[src/rtl/srb4_pkg.sv]
package srb4_pkg;
  localparam int BEATS    = 4;
  localparam int LAT_NORM = 5;
  localparam int LAT_BYP  = 2;
  localparam int AGES     = LAT_NORM + BEATS;
  localparam int SLOTS    = 2;
  localparam int SLOT_W   = $clog2(SLOTS);
  localparam int BEAT_W   = $clog2(BEATS);

  typedef struct packed {
    logic              rd;
    logic [SLOT_W-1:0] slot;
  } age_t;
endpackage

[src/rtl/srb4_cmd.sv]
module srb4_cmd
  import srb4_pkg::*;
(
  input  logic                 clk,
  input  logic                 rst_n,
  input  logic                 ld_n,
  input  logic                 rw,
  output logic                 cmd_ready,
  output logic                 rd_acc,
  output logic [SLOT_W-1:0]    rd_slot,
  output age_t [AGES-1:0]      ages
);
  logic             odd_ph;
  logic [1:0]       ld_hist;
  logic             ld_acc;
  age_t [AGES-2:0]  hist;

  assign cmd_ready = rst_n && !odd_ph && !ld_hist[1];
  assign ld_acc    = !ld_n && cmd_ready;
  assign rd_acc    = ld_acc && rw;

  always_ff @(posedge clk) begin
    if (!rst_n) begin
      odd_ph  <= 1'b0;
      ld_hist <= '0;
      rd_slot <= '0;
    end else begin
      odd_ph  <= ~odd_ph;
      ld_hist <= {ld_hist[0], ld_acc};
      if (rd_acc) rd_slot <= rd_slot + 1'b1;
    end
  end

  assign ages[0] = '{rd: rd_acc, slot: rd_slot};

  genvar i;
  generate
    for (i = 0; i < AGES - 1; i++) begin : g_age
      always_ff @(posedge clk) begin
        if (!rst_n) hist[i] <= '0;
        else if (i == 0) hist[i] <= ages[0];
        else hist[i] <= hist[(i == 0) ? 0 : i - 1];
      end
      assign ages[i+1] = hist[i];
    end
  endgenerate

  // loads are at least two ticks apart
  a_r2_spacing: assert property (@(posedge clk) disable iff (!rst_n)
    ld_acc |-> (!$past(ld_acc) && !$past(ld_acc, 2)));
endmodule

[src/rtl/srb4_store.sv]
module srb4_store
  import srb4_pkg::*;
#(
  parameter int DW = 16
) (
  input  logic                  clk,
  input  logic                  wr_en,
  input  logic [SLOT_W-1:0]     wr_slot,
  input  logic [BEATS*DW-1:0]   wr_words,
  input  logic [SLOT_W-1:0]     sel_slot,
  input  logic [BEAT_W-1:0]     sel_beat,
  output logic [DW-1:0]         sel_word
);
  logic [BEATS*DW-1:0] mem [SLOTS];

  genvar s;
  generate
    for (s = 0; s < SLOTS; s++) begin : g_slot
      always_ff @(posedge clk) begin
        if (wr_en && wr_slot == SLOT_W'(s)) mem[s] <= wr_words;
      end
    end
  endgenerate

  assign sel_word = mem[sel_slot][sel_beat*DW +: DW];
endmodule

[src/rtl/srb4_beat.sv]
module srb4_beat
  import srb4_pkg::*;
#(
  parameter int DW = 16
) (
  input  logic               clk,
  input  logic               rst_n,
  input  logic               dll_off,
  input  age_t [AGES-1:0]    ages,
  input  logic [DW-1:0]      sel_word,
  output logic [SLOT_W-1:0]  sel_slot,
  output logic [BEAT_W-1:0]  sel_beat,
  output logic [DW-1:0]      dq_o,
  output logic               dq_oe,
  output logic               q_valid
);
  logic [2:0] here;
  int         lat;

  always_comb begin
    lat      = dll_off ? LAT_BYP : LAT_NORM;
    here     = '0;
    sel_slot = '0;
    sel_beat = '0;
    for (int d = 0; d < 3; d++) begin
      for (int k = 0; k < AGES; k++) begin
        if (ages[k].rd && k >= lat - d && k <= lat + BEATS - 1 - d)
          here[d] = 1'b1;
      end
    end
    for (int k = 0; k < AGES; k++) begin
      if (ages[k].rd && k >= lat && k <= lat + BEATS - 1) begin
        sel_slot = ages[k].slot;
        sel_beat = BEAT_W'(k - lat);
      end
    end
  end

  always_ff @(posedge clk) begin
    if (!rst_n) begin
      dq_oe   <= 1'b0;
      q_valid <= 1'b0;
      dq_o    <= '0;
    end else begin
      dq_oe   <= here[0];
      q_valid <= here[1] && here[2];
      dq_o    <= here[0] ? sel_word : '0;
    end
  end

  // valid rising announces the first beat one tick later
  a_r5_lead: assert property (@(posedge clk) disable iff (!rst_n)
    $rose(q_valid) |=> $rose(dq_oe));
  // valid is already low in the tick before the last beat ends
  a_r5_tail: assert property (@(posedge clk) disable iff (!rst_n)
    $fell(dq_oe) |-> !$past(q_valid));
  // a burst never shrinks below four beats
  a_r3_four: assert property (@(posedge clk) disable iff (!rst_n)
    $rose(dq_oe) |=> dq_oe ##1 dq_oe ##1 dq_oe);
endmodule

[src/rtl/srb4_read_pipe.sv]
module srb4_read_pipe
  import srb4_pkg::*;
#(
  parameter int DW = 16,
  parameter int AW = 20
) (
  input  logic                 clk,
  input  logic                 rst_n,
  input  logic                 dll_off,
  input  logic                 ld_n,
  input  logic                 rw,
  input  logic [AW-1:0]        addr,
  input  logic [BEATS*DW-1:0]  rd_words,
  output logic                 cmd_ready,
  output logic                 array_rd,
  output logic [AW-1:0]        array_addr,
  output logic [DW-1:0]        dq_o,
  output logic                 dq_oe,
  output logic                 q_valid
);
  age_t [AGES-1:0]    ages;
  logic [SLOT_W-1:0]  wr_slot;
  logic [SLOT_W-1:0]  sel_slot;
  logic [BEAT_W-1:0]  sel_beat;
  logic [DW-1:0]      sel_word;

  assign array_addr = addr;

  srb4_cmd u_cmd (
    .clk       (clk),
    .rst_n     (rst_n),
    .ld_n      (ld_n),
    .rw        (rw),
    .cmd_ready (cmd_ready),
    .rd_acc    (array_rd),
    .rd_slot   (wr_slot),
    .ages      (ages)
  );

  srb4_store #(.DW(DW)) u_store (
    .clk      (clk),
    .wr_en    (array_rd),
    .wr_slot  (wr_slot),
    .wr_words (rd_words),
    .sel_slot (sel_slot),
    .sel_beat (sel_beat),
    .sel_word (sel_word)
  );

  srb4_beat #(.DW(DW)) u_beat (
    .clk      (clk),
    .rst_n    (rst_n),
    .dll_off  (dll_off),
    .ages     (ages),
    .sel_word (sel_word),
    .sel_slot (sel_slot),
    .sel_beat (sel_beat),
    .dq_o     (dq_o),
    .dq_oe    (dq_oe),
    .q_valid  (q_valid)
  );
endmodule

[config.mk]
export PLATFORM = sky130hd
export DESIGN_NAME = srb4_read_pipe
export DESIGN_NICKNAME = d
export VERILOG_FILES = /design/src/rtl/srb4_pkg.sv /design/src/rtl/srb4_cmd.sv /design/src/rtl/srb4_store.sv /design/src/rtl/srb4_beat.sv /design/src/rtl/srb4_read_pipe.sv
export SDC_FILE = /design/constraint.sdc
export NUM_CORES = 1
export LEC_CHECK = 0
export BUFFER_PORTS_ARGS = -buffer_cell sky130_fd_sc_hd__buf_4
export CORE_ASPECT_RATIO = 2
export CORE_MARGIN = 2
export CORE_UTILIZATION = 25
export CTS_CLUSTER_DIAMETER = 40
export DETAILED_ROUTE_END_ITERATION = 8
export GPL_ROUTABILITY_DRIVEN = 0
export PLACE_DENSITY = 0.43
export SETUP_SLACK_MARGIN = 0.5
export SLEW_MARGIN = 20
export SYNTH_ARGS = -nofsm -noshare
export SYNTH_HDL_FRONTEND = slang
export SYNTH_SLANG_ARGS = --single-unit
[constraint.sdc]
create_clock -name clk -period 6.9 [get_ports clk]
set_clock_uncertainty 0.2 [all_clocks]
set_input_delay 0.69 -clock clk [delete_from_list [all_inputs] [get_ports clk]]
set_output_delay 0.69 -clock clk [all_outputs]
set_load 0.005 [all_outputs]
==> key figures <==
Worst setup path
  • CP required: 7020 ps
  • Critical-path cell list: nor2b_1, o32ai_4, buf_4, mux2i_1, o22ai_1, mux2_2
  • Startpoint types: flip-flop
  • CP arrival: 3140 ps
  • Crit path capture type: flip-flop
  • Max stage delay on crit path: 830 ps
  • Slowest cell on the critical path: buf_4
  • CP max FO: 55
  • Critical path class: flip-flop to flip-flop

Placed design
  • # port buffers: 88
  • Placed Area: 0.00718 mm2
  • Dpl cells: 764
  • Detailed Place HPWL: 8440 um
  • Setup WS pre-CTS: 3420 ps

Clock tree
  • Worst skew pair latency: 430 ps
  • Clock Path Buffers: 2
  • H-tree Lvls: 4
  • Hold Buf Count CTS: 0
  • CTS sink cnt: 166
  • Root Driver: clkbuf_16
  • Inserted Clock Buffers: 17
  • Setup bufs post-CTS: 0
  • Post-cts resize count: 0
  • CTS tree: yes
  • Clock-pin transition on the worst setup and hold timing paths: 70 ps

Power and ir drop
  • Power per standard cell area: 277 mW/mm2
  • Peak supply drop: 0.000127 V
  • Lkg Pwr: 3.08 nW

Final layout
  • Layout cells sized above 1: 0.321
  • Post-route cell area: 0.00782 mm2
  • Final #Nets: 537
  • Syn-to-layout area delta: 24.0%
  • N_diodes: 0
  • Filler instances: 2470
  • Fin cells: 797

STA
  • Setup_tns: 0 ps
  • Fin. Hold Viols: 0
  • Final setup viols: 0
  • Slew headroom: 0.357
  • Fmax: 0.331 GHz
  • Worst-Margin Slew: 965 ps
  • Crit path time final: 3020 ps
  • Slew Viols, Final: 0
  • RSZ-0062 raised after global routing: false
  • Fin crit share: 0.438
  • Final worst setup slack: 3880 ps

GRT
  • Met3 usage: 0.0281
  • Largest net degree at the start of global routing: 65
  • GRT overflow: 0
  • First-pass GRT wire length: 19800 um
  • GRT Util Overall: 0.104
  • Grt met1 use: 0.103
  • Initial antenna violation count: 0
  • GR Util met2: 0.191
  • Vias in the first global route: 3628
  • Top Usage Layer GRT: met2

Floorplan
  • Core Region: 0.0249 mm2
  • Rows: 82
  • Die extent in x: 116 um
  • Initial core utilization: 0.253
  • Die Span Y: 229 um
  • Die area: 0.0266 mm2
  • Top Ports: 129

Synthesis
  • FFs w/ async S/R, synth: 0
  • Synth Instances: 375
  • Post-Syn Area: 0.00631 mm2
  • Syn Area/Cell: 16.8 um2
  • Synth top cells by count: edfxtp_1 (128), mux2i_1 (64), dfxtp_1 (38), o22ai_1 (33), buf_4 (27)
  • Most common flop cell mapped by yosys: edfxtp_1
  • Seq/Total Area, Yosys: 0.730
  • Yosys reg bits: 166
  • Yosys cell types: 34
  • EDFF count, synth: 128
  • Most common cell in the synthesized netlist: edfxtp_1
  • Syn_nets: 464
  • Syn. warnings: 0
  • Synth area leaders: edfxtp_1 (61%), dfxtp_1 (12%), mux2i_1 (10%)
  • Cell taking the most area after synthesis: edfxtp_1
  • Synth top area share: 0.609

Routing
  • DR iter-0 viols: 97
  • Vias: 3290
  • Final wirelength: 13100 um
  • Drt wl/cell: 16.4 um
  • First drt pass iteration count: 4
  • DRC: 0
  • ANT nets after route: 0
  • Vias per inst: 4.13

Run status
  • Outcome: complete, no violations

Worst hold path
  • Hold crit path type: flip-flop to flip-flop

Flow run
  • Maxcap violations: 0
==> placed cells by master (no fill, tap or decap), drive strengths merged, types with 2 or more instances in the layout <==
cell | netlist | routed
mux2 | 16 | 16
a21oi | 5 | 5
inv | 4 | 11
o22ai | 33 | 33
mux2i | 64 | 64
edfxtp | 128 | 128
nand2 | 2 | 2
clkbuf | 2 | 22
clkinv | 0 | 3
dfxtp | 38 | 38
buf | 36 | 92
nor2 | 4 | 4
nor2b | 6 | 6
o21ai | 3 | 3
o211ai | 2 | 2
and2 | 20 | 20
==> cell families after synthesis <==
group,Yosys count,share of synthesized area
XOR/XNOR,1,0.00139
AO/OA/AOI/OAI,48,0.0500
multiplexers,80,0.136
AND/OR/NAND/NOR,38,0.0377
flip-flops,166,0.730
buffers and inverters,42,0.0454
==> layout make-up <==
type	count	area (um2)	area share
Clock buffer	22	539	0.0689
Sequential cell	166	4600	0.589
Multi-Input combinational cell	167	1460	0.187
Inverter	4	15.0	0.00192
Clock inverter	10	72.6	0.00928
Timing Repair Buffer	92	711	0.0908
Tap cell	336	420	0.0537
==> layer usage <==
metal  vias to the layer above  wire (um)
met3                        21        454
met4                         0        357
met1                      1629       4820
met5                         -          0
met2                        82       7450
li1                       1558          -
==> registers in the layout, summed over array words and instances, names as in the netlist <==
| register | count |
|---|---|
| u_cmd.ages | 16 |
| u_cmd.odd_ph | 1 |
| u_cmd.ld_hist | 2 |
| u_beat.dq_oe | 1 |
| u_cmd.rd_slot | 1 |
| u_store.mem | 128 |
| u_beat.q_valid | 1 |
| u_beat.dq_o | 16 |
==> final timing paths <==
kind,start,endpoint,slack [ps],cells after the start
max,u_cmd.ages[15],u_beat.dq_o[3],3880,6
min,u_cmd.ages[2],u_cmd.ages[4],230,1
max reg2reg,u_cmd.ages[15],u_beat.dq_o[3],3880,6
min reg2reg,u_cmd.ages[2],u_cmd.ages[4],230,1
==> power by group <==
| group | internal [W] | total, W | switching [W] |
|---|---|---|---|
| Combinational | 0.0000616 | 0.000115 | 0.0000537 |
| Sequential | 0.00110 | 0.00110 | 0.00000636 |
| Clock | 0.000561 | 0.000953 | 0.000392 |
| Total | 0.00172 | 0.00217 | 0.000453 |
==> worst max-delay path: cells and delay by family, from the launching register on <==
family	cells	cell delay, ps
compound gates	2	680
buf+inv	1	830
flops	1	410
mux	2	580
simple gates	1	110
==> through the flow <==
stage	total power (W)	hold WS [ps]	util
floorplan	0.00119	200	-
global placement	0.00124	215	0.288
detailed placement	0.00124	222	0.288
CTS	0.00220	216	0.313
global route	0.00226	216	0.314
finish	0.00217	233	0.314
Note: power is estimated with default switching activity, not from simulation.
